### config.mk
export PLATFORM = sky130hd
export DESIGN_NAME = burst_colgen
export DESIGN_NICKNAME = d
export VERILOG_FILES = /design/src/rtl/bcg_pkg.sv /design/src/rtl/bcg_mode.sv /design/src/rtl/bcg_addr.sv /design/src/rtl/bcg_ctrl.sv /design/src/rtl/burst_colgen.sv
export SDC_FILE = /design/constraint.sdc
export NUM_CORES = 1
export LEC_CHECK = 0
export ABC_AREA = 1
export BUFFER_PORTS_ARGS = -buffer_cell sky130_fd_sc_hd__buf_2
export CORE_MARGIN = 5
export CORE_UTILIZATION = 45
export DETAILED_ROUTE_END_ITERATION = 7
export GPL_ROUTABILITY_DRIVEN = 0
export PLACE_DENSITY = 0.77
export REMOVE_ABC_BUFFERS = 1
export SLEW_MARGIN = 20
export SYNTH_ARGS = -nofsm -noshare
export SYNTH_HDL_FRONTEND = slang
export SYNTH_SLANG_ARGS = --single-unit
### constraint.sdc
create_clock -name clk -period 5.7 [get_ports clk]
set_clock_uncertainty 0.1 [all_clocks]
set_input_delay 1.425 -clock clk [delete_from_list [all_inputs] [get_ports clk]]
set_output_delay 1.425 -clock clk [all_outputs]
set_load 0.005 [all_outputs]
### src/rtl/bcg_pkg.sv
package bcg_pkg;
  typedef enum logic [2:0] {
    OP_NOP  = 3'd0,
    OP_RD   = 3'd1,
    OP_WR   = 3'd2,
    OP_BW   = 3'd3,
    OP_STOP = 3'd4,
    OP_PRE  = 3'd5
  } op_e;

  localparam logic [2:0] LEN_FULL = 3'b111;
  localparam logic [2:0] LEN_ONE  = 3'b000;

  // number of low column bits that wrap inside a fixed-length burst
  function automatic int unsigned len_bits(input logic [2:0] code);
    case (code)
      3'b001:  return 1;
      3'b010:  return 2;
      3'b011:  return 3;
      default: return 0;
    endcase
  endfunction
endpackage

### src/rtl/bcg_mode.sv
module bcg_mode (
  input  logic       clk,
  input  logic       rst,
  input  logic       ld,
  input  logic [2:0] len_i,
  input  logic       ilv_i,
  input  logic       wr1_i,
  output logic [2:0] len_o,
  output logic       ilv_o,
  output logic       wr1_o
);
  always_ff @(posedge clk) begin
    if (rst) begin
      len_o <= 3'b000;
      ilv_o <= 1'b0;
      wr1_o <= 1'b0;
    end else if (ld) begin
      len_o <= len_i;
      ilv_o <= ilv_i;
      wr1_o <= wr1_i;
    end
  end

  AST_MODE_LOAD: assert property (@(posedge clk) disable iff (rst)
    ld |=> (len_o == $past(len_i)) && (ilv_o == $past(ilv_i)));
endmodule

### src/rtl/bcg_addr.sv
module bcg_addr import bcg_pkg::*; #(
  parameter int COL_W = 8
) (
  input  logic [COL_W-1:0] start,
  input  logic [COL_W-1:0] beat,
  input  logic [2:0]       len,
  input  logic             ilv,
  output logic [COL_W-1:0] addr
);
  logic [COL_W-1:0] mask;
  logic [COL_W-1:0] sum;

  always_comb begin
    mask = ~({COL_W{1'b1}} << len_bits(len));
    sum  = start + beat;
    if (len == LEN_FULL)
      addr = sum;
    else if (ilv)
      addr = (start & ~mask) | ((start ^ beat) & mask);
    else
      addr = (start & ~mask) | (sum & mask);
  end
endmodule

### src/rtl/bcg_ctrl.sv
module bcg_ctrl import bcg_pkg::*; #(
  parameter int COL_W   = 8,
  parameter int BW_BITS = 3
) (
  input  logic             clk,
  input  logic             rst,
  input  logic [2:0]       len_i,
  input  logic             ilv_i,
  input  logic             wr1_i,
  input  logic             cmd_valid,
  input  logic [2:0]       cmd_op,
  input  logic [COL_W-1:0] cmd_col,
  input  logic             cmd_ap,
  output logic [COL_W-1:0] col_q,
  output logic             vld_q,
  output logic             last_q,
  output logic             rej_q
);
  localparam logic [COL_W-1:0] BW_KEEP = {COL_W{1'b1}} << BW_BITS;

  op_e              op;
  logic             is_col, busy, rej, start, pre_acc, stop_acc, advance;
  logic [2:0]       new_len;
  logic [COL_W-1:0] new_col, cnt_nx, nxt_addr, cur_mask;
  logic             new_full;

  logic [COL_W-1:0] start_q, cnt_q;
  logic [2:0]       len_q;
  logic             ilv_q, full_q, ap_q;

  bcg_addr #(.COL_W(COL_W)) u_addr (
    .start (start_q),
    .beat  (cnt_nx),
    .len   (len_q),
    .ilv   (ilv_q),
    .addr  (nxt_addr)
  );

  always_comb begin
    op       = op_e'(cmd_op);
    is_col   = cmd_valid && (op == OP_RD || op == OP_WR || op == OP_BW);
    busy     = vld_q && !last_q;
    rej      = busy && ap_q && cmd_valid && (is_col || op == OP_PRE);
    start    = is_col && !rej;
    pre_acc  = busy && cmd_valid && (op == OP_PRE) && !rej;
    stop_acc = busy && cmd_valid && (op == OP_STOP) && full_q;
    advance  = busy && !start && !pre_acc && !stop_acc;
    new_len  = (op == OP_BW || (op == OP_WR && wr1_i)) ? LEN_ONE : len_i;
    new_col  = (op == OP_BW) ? (cmd_col & BW_KEEP) : cmd_col;
    new_full = (new_len == LEN_FULL);
    cnt_nx   = cnt_q + 1'b1;
    cur_mask = ~({COL_W{1'b1}} << len_bits(len_q));
  end

  always_ff @(posedge clk) begin
    if (rst) begin
      start_q <= '0;
      col_q   <= '0;
      cnt_q   <= '0;
      len_q   <= LEN_ONE;
      ilv_q   <= 1'b0;
      full_q  <= 1'b0;
      ap_q    <= 1'b0;
      vld_q   <= 1'b0;
      last_q  <= 1'b0;
      rej_q   <= 1'b0;
    end else begin
      rej_q <= rej;
      if (start) begin
        start_q <= new_col;
        col_q   <= new_col;
        cnt_q   <= '0;
        len_q   <= new_len;
        ilv_q   <= ilv_i;
        full_q  <= new_full;
        ap_q    <= cmd_ap;
        vld_q   <= 1'b1;
        last_q  <= !new_full && (len_bits(new_len) == 0);
      end else if (advance) begin
        cnt_q  <= cnt_nx;
        col_q  <= nxt_addr;
        last_q <= !full_q && (cnt_nx == cur_mask);
      end else begin
        vld_q  <= 1'b0;
        last_q <= 1'b0;
      end
    end
  end

  AST_LAST_VALID: assert property (@(posedge clk) disable iff (rst)
    last_q |-> vld_q);
  AST_BW_ALIGN: assert property (@(posedge clk) disable iff (rst)
    (start && op == OP_BW) |=> (col_q[BW_BITS-1:0] == '0) && last_q);
  AST_STOP_IDLE: assert property (@(posedge clk) disable iff (rst)
    stop_acc |=> !vld_q);
  AST_PRE_IDLE: assert property (@(posedge clk) disable iff (rst)
    pre_acc |=> !vld_q);
  AST_PAGE_STEP: assert property (@(posedge clk) disable iff (rst)
    (advance && full_q) |=> vld_q && !last_q && (col_q == COL_W'($past(col_q) + 1'b1)));
  AST_REJ_KEEP: assert property (@(posedge clk) disable iff (rst)
    rej |=> vld_q && rej_q);
endmodule

### src/rtl/burst_colgen.sv
module burst_colgen #(
  parameter int COL_W   = 8,
  parameter int BW_BITS = 3
) (
  input  logic             clk,
  input  logic             rst,
  input  logic             mode_ld,
  input  logic [2:0]       mode_len,
  input  logic             mode_ilv,
  input  logic             mode_wr1,
  input  logic             cmd_valid,
  input  logic [2:0]       cmd_op,
  input  logic [COL_W-1:0] cmd_col,
  input  logic             cmd_ap,
  output logic [COL_W-1:0] col_addr,
  output logic             col_valid,
  output logic             col_last,
  output logic             irq_reject
);
  logic [2:0] len_m;
  logic       ilv_m, wr1_m;

  bcg_mode u_mode (
    .clk   (clk),
    .rst   (rst),
    .ld    (mode_ld),
    .len_i (mode_len),
    .ilv_i (mode_ilv),
    .wr1_i (mode_wr1),
    .len_o (len_m),
    .ilv_o (ilv_m),
    .wr1_o (wr1_m)
  );

  bcg_ctrl #(.COL_W(COL_W), .BW_BITS(BW_BITS)) u_ctrl (
    .clk       (clk),
    .rst       (rst),
    .len_i     (len_m),
    .ilv_i     (ilv_m),
    .wr1_i     (wr1_m),
    .cmd_valid (cmd_valid),
    .cmd_op    (cmd_op),
    .cmd_col   (cmd_col),
    .cmd_ap    (cmd_ap),
    .col_q     (col_addr),
    .vld_q     (col_valid),
    .last_q    (col_last),
    .rej_q     (irq_reject)
  );
endmodule

Word-level counts from Yosys, hierarchy flattened
Index checks and enable logic that the tools add are counted.
{ "totals": {"inputBits": 21, "elab_cells": 84, "regBits": 38, "output_inout_bits": 11} }
{ "op_classes": {"n_reduce_logical": 31, "n_bitwise": 8, "n_addsub": 2, "shifts": 1, "n_eq_ne": 15, "n_mux": 14} }
{ "ops": {"columns": ["operator", "n"], "rows": [
  ["32-bit two-way mux", 2],
  ["32-bit zero test", 1],
  ["8-bit two-way mux", 4],
  ["8-bit AND", 3],
  ["3-bit by 2-bit == test with 1-bit output (second input constant)", 6],
  ["1-bit logical AND", 17],
  ["8-bit NOT", 2],
  ["8-bit bitwise OR", 2],
  ["3-bit == test (second input constant)", 4],
  ["2-bit case mux with 3 select lines", 2],
  ["3-bit by 1-bit == test with 1-bit output (second input constant)", 3],
  ["8-bit by 1-bit adder with 8-bit output (second input constant)", 1],
  ["8-bit adder", 1],
  ["8-bit == test", 1],
  ["8-bit by 2-bit << shifter with 8-bit output (first input constant)", 1],
  ["8-bit XOR", 1],
  ["1-bit zero test", 7],
  ["3-bit two-way mux", 2],
  ["1-bit logical OR", 4],
  ["1-bit two-way mux", 4],
  ["2-bit by 1-bit inequality test with 1-bit output (second input constant)", 1],
  ["2-bit nonzero test", 1],
  ["2-bit OR reduction", 1]
]} }

Logic depth before layout (Yosys ltp)
Gate-level depths: netlist of the first run.
{ "logic_depth": {"depth_word": 14, "depth_mapped": 19, "mapped_depth_nobuf": 19} }

By module
Synthesis of the first run repeated with hierarchy kept, for this count alone.
{ "hier_totals": {"cells_unflattened": 367, "area_unflattened_um2": 2393.5} }
{ "by_module_without_submodules": {"columns": ["mod", "n_inst", "area_each_um2", "seq_area_each_um2", "cells_per_inst"], "rows": [
  ["bcg_ctrl", 1, 1674.1, 660.6, 242],
  ["bcg_addr", 1, 510.5, 0.0, 93],
  ["bcg_mode", 1, 209.0, 100.1, 32]
]} }

Least setup slack after synthesis of the first run
OpenSTA, ideal clock, no wires.
{ "synth_path": {"path_type": "input-to-reg", "startpoint": "input cmd_valid", "endpoint": "register u_ctrl.col_q[1]", "setup_time_ns": 0.117, "path_slack_ns": 3.268, "arrival_ns": 2.215, "path_buffers": 1, "path_stages": 10, "required_time_ns": 5.483, "path_cell_list": "inv_1 -> nor2_2 -> o21ai_2 -> nor2_8 -> inv_4 -> buf_6 -> o211ai_2 -> nand2_1 -> nor2_1 -> nor2_1"} }
{ "synth_via": {"elab_chain_len": 10, "word_cells_on_any_way": 19, "cone_classes": "mux: 1; reduce/logical: 18"} }
{ "synth_lines": {"columns": ["element", "line_no", "source"], "rows": [
  ["start: declaration", "burst_colgen.sv:11", "input logic cmd_valid,"],
  ["1-bit logical AND", "bcg_ctrl.sv:41", "is_col = cmd_valid && (op == OP_RD || op == OP_WR || op == OP_BW);"],
  ["1-bit logical OR", "bcg_ctrl.sv:43", "rej = busy && ap_q && cmd_valid && (is_col || op == OP_PRE);"],
  ["1-bit logical AND", "bcg_ctrl.sv:43", null],
  ["1-bit zero test", "bcg_ctrl.sv:44, bcg_ctrl.sv:45", null],
  ["1-bit logical AND", "bcg_ctrl.sv:44", "start = is_col && !rej;"],
  ["1-bit zero test", "bcg_ctrl.sv:47", "advance = busy && !start && !pre_acc && !stop_acc;"],
  ["1-bit logical AND (3 in series)", "bcg_ctrl.sv:47", null],
  ["2-bit nonzero test (no line)", null, null],
  ["end signal: assignment", "bcg_ctrl.sv:71", "col_q <= new_col;"],
  ["end signal: assignment", "bcg_ctrl.sv:81", "col_q <= nxt_addr;"],
  ["end: declaration", "bcg_ctrl.sv:14", "output logic [COL_W-1:0] col_q,"]
]} }
Parallel ways exist; a longest one is shown, timed or not.
A chain may end at the register's enable or synchronous reset.

Worst setup path after layout of the first run
{ "layout_path": {"startpoint": "input cmd_valid", "endpoint": "register u_ctrl.cnt_q[1]"} }
{ "layout_via": {"elab_chain_len": 9, "word_cells_on_any_way": 18, "cone_classes": "reduce/logical: 18"} }
{ "layout_lines": {"columns": ["element", "line_no", "source"], "rows": [
  ["1-bit logical AND", "bcg_ctrl.sv:41", null],
  ["1-bit logical OR", "bcg_ctrl.sv:43", null],
  ["1-bit logical AND", "bcg_ctrl.sv:43", null],
  ["1-bit zero test", "bcg_ctrl.sv:44, bcg_ctrl.sv:45", null],
  ["1-bit logical AND", "bcg_ctrl.sv:44", null],
  ["1-bit zero test", "bcg_ctrl.sv:47", null],
  ["1-bit logical AND (3 in series)", "bcg_ctrl.sv:47", null],
  ["end signal: assignment", "bcg_ctrl.sv:80", "cnt_q <= cnt_nx;"],
  ["end: declaration", "bcg_ctrl.sv:27", "logic [COL_W-1:0] start_q, cnt_q;"]
]} }
Parallel ways exist; a longest one is shown, timed or not.

==> qor_table.md, run 1 <==
| Result | This run |
|:---|:---|
| Run status | finished clean |
| Count of hold-fix buffers inserted at cts | 0 |
| Highest clock rate | 389 MHz |
| Total area of multi-input combinational cells | 1260 sq um |
| Initial antenna violation count | 0 |
| Netlist Area Pre-Place | 2260 sq um |
| Number of levels the H-tree was split into | 2 |
| Final critical-path required period | 2.57 ns |
| R2R Setup Slk | 3.36 ns |
| Combinational cell fraction of total power | 15.3% |
| IO Count | 32 |
| Worst Setup End Kind | flop |
| CP required | 5.79 ns |
| Share of the yosys chip area belonging to registers | 33.7% |
| Clock input transition at the sequential cells of the worst setup and hold paths | 0.07 ns |
| Post-detailed-route via-to-cell ratio | 5.15 |
| Register bit total from synthesis | 38 |
| Count of fill cells added during filler insertion | 458 |
| Pwr dens | 262 nW/um^2 |
| Net count, final | 397 |
| Worst setup path category | in2reg |
| Kind of path behind the tightest hold check | reg2reg |
| Total routed wirelength | 5480 um |
| Hold Startpoint | u_mode.len_o[0]$_SDFFE_PP0P_ |
| Mean cell area of the mapped netlist | 6.79 sq um |
| Most frequent cells in the layout | 68 x sky130_fd_sc_hd__nand2_1, 49 x sky130_fd_sc_hd__inv_1, 38 x sky130_fd_sc_hd__dfxtp_1, 33 x sky130_fd_sc_hd__nor2_1, 32 x sky130_fd_sc_hd__nand3_1 |
| Number of enable flip-flop cells after synthesis | 0 |
| TritonCTS Sinks | 38 |
| Beginning of the critical path | cmd_valid |
| Switching power summed over all nets | 175 uW |
| Row cnt | 25 |
| Worst IR drop on VDD | 0.164 mV |
| Number of setup buffers added after CTS | 0 |
| Die Footprint | 6540 sq um |
| Final setup TNS | 0 ns |
| Via total after detailed routing | 2234 |
| Max Buffers Root-to-Sink | 2 |
| Via count of the first global-routing pass | 2168 |
| Remaining max-slew budget at the tightest pin | 66.7% |
| Worst skew pair latency | 0.30 ns |
| Number of antenna diodes | 0 |
| Post-synthesis async set-or-reset flop share | 0% |
| Cell count of the worst reg-to-reg path | 17 |
| Die Y | 80.9 um |
| Number of nets with antenna violations after detailed routing | 0 |
| GR Util All Layers | 18.7% |
| Count of input and output buffers | 31 |
| Starting DRT DRC Count | 166 |
| Most common flop cell mapped by yosys | sky130_fd_sc_hd__dfxtp_1 |
| Area growth syn-to-layout | 15.1% |
| Clock power share | 41.9% |
| Distinct cells, synth | 33 |
| Count of warnings emitted by yosys | 0 |
| Starting density of the core | 47.2% |
| Total non-filler cell area in the finished layout | 2600 sq um |
| TritonCTS clock tree | yes |
| Number of cells upsized or downsized after cts | 0 |
| Startpoint of the worst register-to-register path | u_ctrl.cnt_q[0]$_SDFFE_PP0P_ |
| Setup repair after global routing missed its margin | no |
| Final period utilization | 45.0% |
| Placeable core area | 4790 sq um |
| Endpoint of the worst-slack reg-to-reg timing path | u_ctrl.col_q[7]$_SDFFE_PP0P_ |
| DRC errors left | 0 |
| Fraction of power spent switching nets | 25.6% |
| Wirelength per Cell | 12.6 um |
| Startpoint type of the worst setup path | primary input |
| Final Hold Viols | 0 |
| Die X-Extent | 80.9 um |
| Worst Tran Pin Value | 0.499 ns |
| Total cell area at the placement stage | 2460 sq um |
| Top fanout value on the critical path | 15 |
| Worst path arrival time | 2.65 ns |
| Setup-failing EPs final | 0 |
| Most frequent standard cell in the layout excluding fill and tap cells | sky130_fd_sc_hd__nand2_1 |
| Leak | 0.00128 uW |
| Global-route wire length before repair | 9520 um |
| Max-cap check violation count | 0 |
| Total congestion overflow | 0 |
| Share of layout cells above drive strength 1 | 15.5% |
| Worst hold slack after final layout | 0.363 ns |
| Sequential cell fraction of total power | 42.8% |
| Clock buffer count from CTS | 5 |
| Power Internal | 507 uW |
| Clock tree root driver cell | sky130_fd_sc_hd__clkbuf_8 |
| First-pass iteration count of the detailed router | 4 |
| Timing endpoint of the critical path | u_ctrl.cnt_q[1]$_SDFFE_PP0P_ |
| Pin count of the biggest net entering global routing | 20 |
| Synthesized instance count | 333 |
| FF/Latch Area | 761 sq um |
| HPWL reported at the end of detailed placement | 4160 um |
| Number of pins exceeding their max-slew limit in the final report | 0 |
power groups by stage:
stage	Sequential [uW]	Combinational, uW	Clock [uW]
after CTS	292	104	292
after floorplan	296	70.8	0
after detailed placement	298	103	0
after global placement	297	102	0
final	292	104	285
after global routing	294	120	305
logic make-up (layout without fill, tap and decap cells):
family	count (synthesis)	after routing	share of synthesized area, %
AND/OR/NAND/NOR	151	151	30.3
AO/OA/AOI/OAI	72	72	17.8
buffers and inverters	58	92	10.7
flip-flops	38	38	33.7
adder cells (fa/ha/maj)	10	10	5.87
XOR/XNOR	4	4	1.55
per-layer routing:
metal  up-vias  GRT usage [%]  wire length, um
met1      1004           21.8             2380
met5         -              0                0
met4         0           7.09              137
met2        68           33.0             2590
li1       1149              -                -
met3        13           4.32              376
flip-flops by register name (all words and copies together) (netlist names):
| name | cells |
|---|---|
| u_ctrl.full_q | 1 |
| u_ctrl.ilv_q | 1 |
| u_ctrl.rej_q | 1 |
| u_ctrl.start_q | 8 |
| u_ctrl.ap_q | 1 |
| u_ctrl.vld_q | 1 |
| u_mode.wr1_o | 1 |
| u_mode.ilv_o | 1 |
| u_mode.len_o | 3 |
| u_ctrl.cnt_q | 8 |
| u_ctrl.last_q | 1 |
| u_ctrl.col_q | 8 |
| u_ctrl.len_q | 3 |
worst min path at each step:
stage	end	slack, ns	cells after the start
2_1_floorplan	u_mode.len_o[0]$_SDFFE_PP0P_	0.33	2
3_3_place_gp	u_mode.len_o[0]$_SDFFE_PP0P_	0.35	2
3_5_place_dp	u_mode.len_o[0]$_SDFFE_PP0P_	0.36	2
4_1_cts	u_mode.len_o[0]$_SDFFE_PP0P_	0.37	2
5_1_grt	u_mode.len_o[0]$_SDFFE_PP0P_	0.41	2
6_report	u_mode.len_o[0]$_SDFFE_PP0P_	0.36	2
stage by stage:
stage | util, % | total power [uW] | cells | setup slack [ns]
finish | 54.3 | 682 | 434 | 3.13
global route | 54.3 | 720 | 434 | 2.97
floorplan | - | 367 | 328 | 3.15
detailed placement | 51.3 | 401 | 426 | 2.85
global placement | 51.3 | 399 | 426 | 2.89
CTS | 54.3 | 688 | 434 | 3.15
cell usage after synthesis, drive strengths merged (2+ instances only):
library cell  count  area share [%]
a21oi            27             6.0
buf               3             1.5
clkbuf            2            0.33
dfxtp            38              34
ha                9             5.0
inv              53             8.9
nand2            71              12
nand3            32             7.1
nand4             6             1.7
nor2             39             8.4
o211ai            3             1.2
o21ai            32             7.3
o22ai             5             1.4
xor2              3             1.2
critical path, stage by stage:
cell and delay [ns]:
sky130_fd_sc_hd__buf_2 0.10, sky130_fd_sc_hd__inv_1 0.05, sky130_fd_sc_hd__nor2_2 0.09, sky130_fd_sc_hd__o21ai_2 0.10, sky130_fd_sc_hd__nor2_8 0.24, sky130_fd_sc_hd__nor2_2 0.06, sky130_fd_sc_hd__nand2_2 0.22, sky130_fd_sc_hd__inv_2 0.11
sky130_fd_sc_hd__o21ai_0 0.19, sky130_fd_sc_hd__a21oi_1 0.06
cell type report:
cell class                 count  area share, %
multi-input combinational    237           48.3
clock inverter                 2           2.31
timing repair buffer          31           5.97
inverter                      53           7.75
tap                           67           3.22
clock buffer                   6           3.18
sequential                    38           29.3
Power figures use the tool's default switching activity.
==> run 2: changes to the inputs <==
Settings changed: PLACE_DENSITY 0.77 to 0.8.
Clock period 5.7 ns to 2.2 ns, I/O delays scaled along.
==> run 2 against run 1 <==
  * The flow now finishes with violations (negative setup slack)
  * Hold slack worse by 0.0090 ns
  * First-iteration DRC count rose by 9.0%
  * Utilization is 3.1 points higher
  * Clock power increased by 84%
  * Design area rose by 5.8%
  * Final cell count rose by 1.6%
  * Flip-flop and latch count did not move
  * Global-route usage down 0.34 points
  * Sequential share of layout area shrank 1.2 points
  * Die area is the same
  * Total power up 130%
==> qor_table.md, run 2 (synthesis gave the netlist of run 1 again) <==
| Result | This run | Delta |
|:---|:---|:---|
| CP required | 2.31 ns | -3.48 ns |
| Pin count of the biggest net entering global routing | 20 | unchanged |
| Global-route wire length before repair | 9360 um | -1.7% |
| Final Hold Viols | 0 | unchanged |
| Remaining max-slew budget at the tightest pin | 67.7% | +1.1 points |
| TritonCTS Sinks | 38 | unchanged |
| Clock buffer count from CTS | 5 | unchanged |
| Final critical-path required period | 2.22 ns |  |
| Final worst-path setup slack | -0.0201 ns | -3.15 ns |
| Setup-failing EPs final | 1 | +1 |
| Run status | finished with violations |  |
| Total routed wirelength | 5980 um | +9.2% |
| Wirelength per Cell | 13.6 um | +7.5% |
| Final setup TNS | -0.0201 ns | -0.0201 ns |
| Worst path arrival time | 2.33 ns | -0.32 ns |
| Crit-path leading delay family | simple AND/OR/NAND/NOR gates |  |
| Core utilization of the finished layout | 57.5% | +3.1 points |
| Count of fill cells added during filler insertion | 439 | -4.1% |
| Max Buffers Root-to-Sink | 2 | unchanged |
| Share of layout cells above drive strength 1 | 26.2% | +11 points |
| Number of nets with antenna violations after detailed routing | 0 | unchanged |
| Count of input and output buffers | 31 | unchanged |
| Largest registers in the final layout | u_ctrl.cnt_q x8, u_ctrl.col_q x8, u_ctrl.start_q x8 |  |
| Pwr dens | 578 nW/um^2 | +120% |
| GR Util All Layers | 18.3% | -0.34 points |
| Worst hold slack after final layout | 0.354 ns | -0.00903 ns |
| Max stage delay cell, worst path | sky130_fd_sc_hd__dfxtp_4 |  |
| TritonCTS clock tree | yes |  |
| Total Power Consumption | 1590 uW | +130% |
| Worst setup path category | reg2reg |  |
| Via total after detailed routing | 2347 | +5.1% |
| Max-cap check violation count | 0 | unchanged |
| Initial antenna violation count | 0 | unchanged |
| Die Y | 80.9 um | unchanged |
| Number of levels the H-tree was split into | 2 | unchanged |
| Kind of path behind the tightest hold check | reg2reg |  |
| Worst slack after detailed placement | -0.0186 ns | -2.87 ns |
| Row cnt | 25 | unchanged |
| Stage delay of the slowest cell on the critical path | 0.37 ns | +0.13 ns |
| Starting density of the core | 47.2% | unchanged |
| Clock input transition at the sequential cells of the worst setup and hold paths | 0.08 ns | about the same |
| Startpoint type of the worst setup path | flop |  |
| Crit path top cell by count | sky130_fd_sc_hd__nand2_2 |  |
| Worst Setup End Kind | flop |  |
| Failing checks | negative setup slack |  |
| Most frequent cells in the layout | 60 x sky130_fd_sc_hd__nand2_1, 45 x sky130_fd_sc_hd__inv_1, 33 x sky130_fd_sc_hd__dfxtp_1, 31 x sky130_fd_sc_hd__buf_2, 30 x sky130_fd_sc_hd__nor2_1 |  |
| Area growth syn-to-layout | 21.7% |  |
| Placeable core area | 4790 sq um | unchanged |
| Leak | 0.00130 uW | +1.6% |
| Die X-Extent | 80.9 um | unchanged |
| Starting DRT DRC Count | 181 | +9.0% |
| Worst Tran Pin Value | 0.483 ns | -0.0161 ns |
| DRC errors left | 0 | unchanged |
| First-pass iteration count of the detailed router | 4 | unchanged |
| Highest clock rate | 450 MHz |  |
| Total congestion overflow | 0 | unchanged |
| Worst skew pair latency | 0.31 ns | about the same |
| Clock tree root driver cell | sky130_fd_sc_hd__clkbuf_8 |  |
| Setup repair after global routing missed its margin | yes |  |
| Worst IR drop on VDD | 0.399 mV | +140% |
| IO Count | 32 | unchanged |
| HPWL reported at the end of detailed placement | 4150 um | -0.36% |
| Buffer and inverter count on the worst path | 3 | unchanged |
| Cell chain of the critical path | ha_4 -> nand2_2 -> inv_2 -> nand4_1 -> inv_1 -> nand2_2 -> nand2_2 -> ha_4 -> nand2_4 -> nor2_2 -> nand2_1 -> nand2_1 -> nand2_2 -> nand4_1 -> nand3_2 -> nand2_1 -> inv_1 |  |
| Number of antenna diodes | 0 | unchanged |
| Most frequent standard cell in the layout excluding fill and tap cells | sky130_fd_sc_hd__nand2_1 |  |
| Post-detailed-route via-to-cell ratio | 5.32 | +3.4% |
| Die Footprint | 6540 sq um | unchanged |
| Final period utilization | 101% |  |
| Top fanout value on the critical path | 4 | -11 |
| Number of pins exceeding their max-slew limit in the final report | 0 | unchanged |
| Net count, final | 404 | +1.8% |
| Via count of the first global-routing pass | 2149 | -0.88% |
## run 2: cell types whose count changed in the layout (fill, tap and decap cells not counted), sizes merged
cell | previous run | this run
bufinv | 2 | 0
clkinvlp | 0 | 1
clkinv | 0 | 1
buf | 31 | 38
## run 2: final timing paths
check	from	endpoint	slack [ns]	cells after the start
max	u_ctrl.cnt_q[1]$_SDFFE_PP0P_	u_ctrl.col_q[7]$_SDFFE_PP0P_	-0.02	17
min	u_mode.len_o[0]$_SDFFE_PP0P_	u_mode.len_o[0]$_SDFFE_PP0P_	0.35	2
max reg2reg	u_ctrl.cnt_q[1]$_SDFFE_PP0P_	u_ctrl.col_q[7]$_SDFFE_PP0P_	-0.02	17
min reg2reg	u_mode.len_o[0]$_SDFFE_PP0P_	u_mode.len_o[0]$_SDFFE_PP0P_	0.35	2
## run 2: timing repair
item,in CTS,in global routing
hold buffers,0,0
resized for setup,4,35
setup endpoints to repair,2,7
pin swaps,0,11
buffers inserted,0,2
## run 2: tightest hold or removal path, stage by stage, from the launching register on
cell                      delay, ns
sky130_fd_sc_hd__dfxtp_1       0.30
sky130_fd_sc_hd__inv_1         0.06
sky130_fd_sc_hd__a21oi_1       0.05
## run 2: layout make-up
cell class / count / area, sq um / share of cell area, %
multi-input combinational: 237 / 1390 / 50.5
inverter: 53 / 201 / 7.32
tap: 67 / 83.8 / 3.05
timing repair buffer: 38 / 208 / 7.55
clock buffer: 6 / 82.6 / 3.00
sequential: 38 / 772 / 28.1
clock inverter: 2 / 12.5 / 0.455
## run 2: routing by layer
layer | share of wire [%] | wire (um) | global-route usage, % | vias to the layer above
met5 | 0 | 0 | 0 | -
met4 | 1.9 | 116 | 6.59 | 0
met3 | 7.6 | 454 | 3.33 | 15
met2 | 48 | 2860 | 30.5 | 81
met1 | 43 | 2550 | 23.7 | 1076
li1 | - | - | - | 1175
## run 2: report_power, final
part	switching [uW]	total, uW	internal, uW
Combinational	185	308	123
Clock	271	523	252
Sequential	30.6	758	728
## run 2: metrics by stage
step	instance area, sq um	instances
2_1_floorplan	2220	328
3_3_place_gp	2490	431
3_5_place_dp	2490	431
4_1_cts	2620	439
5_1_grt	2750	441
6_report	2750	441
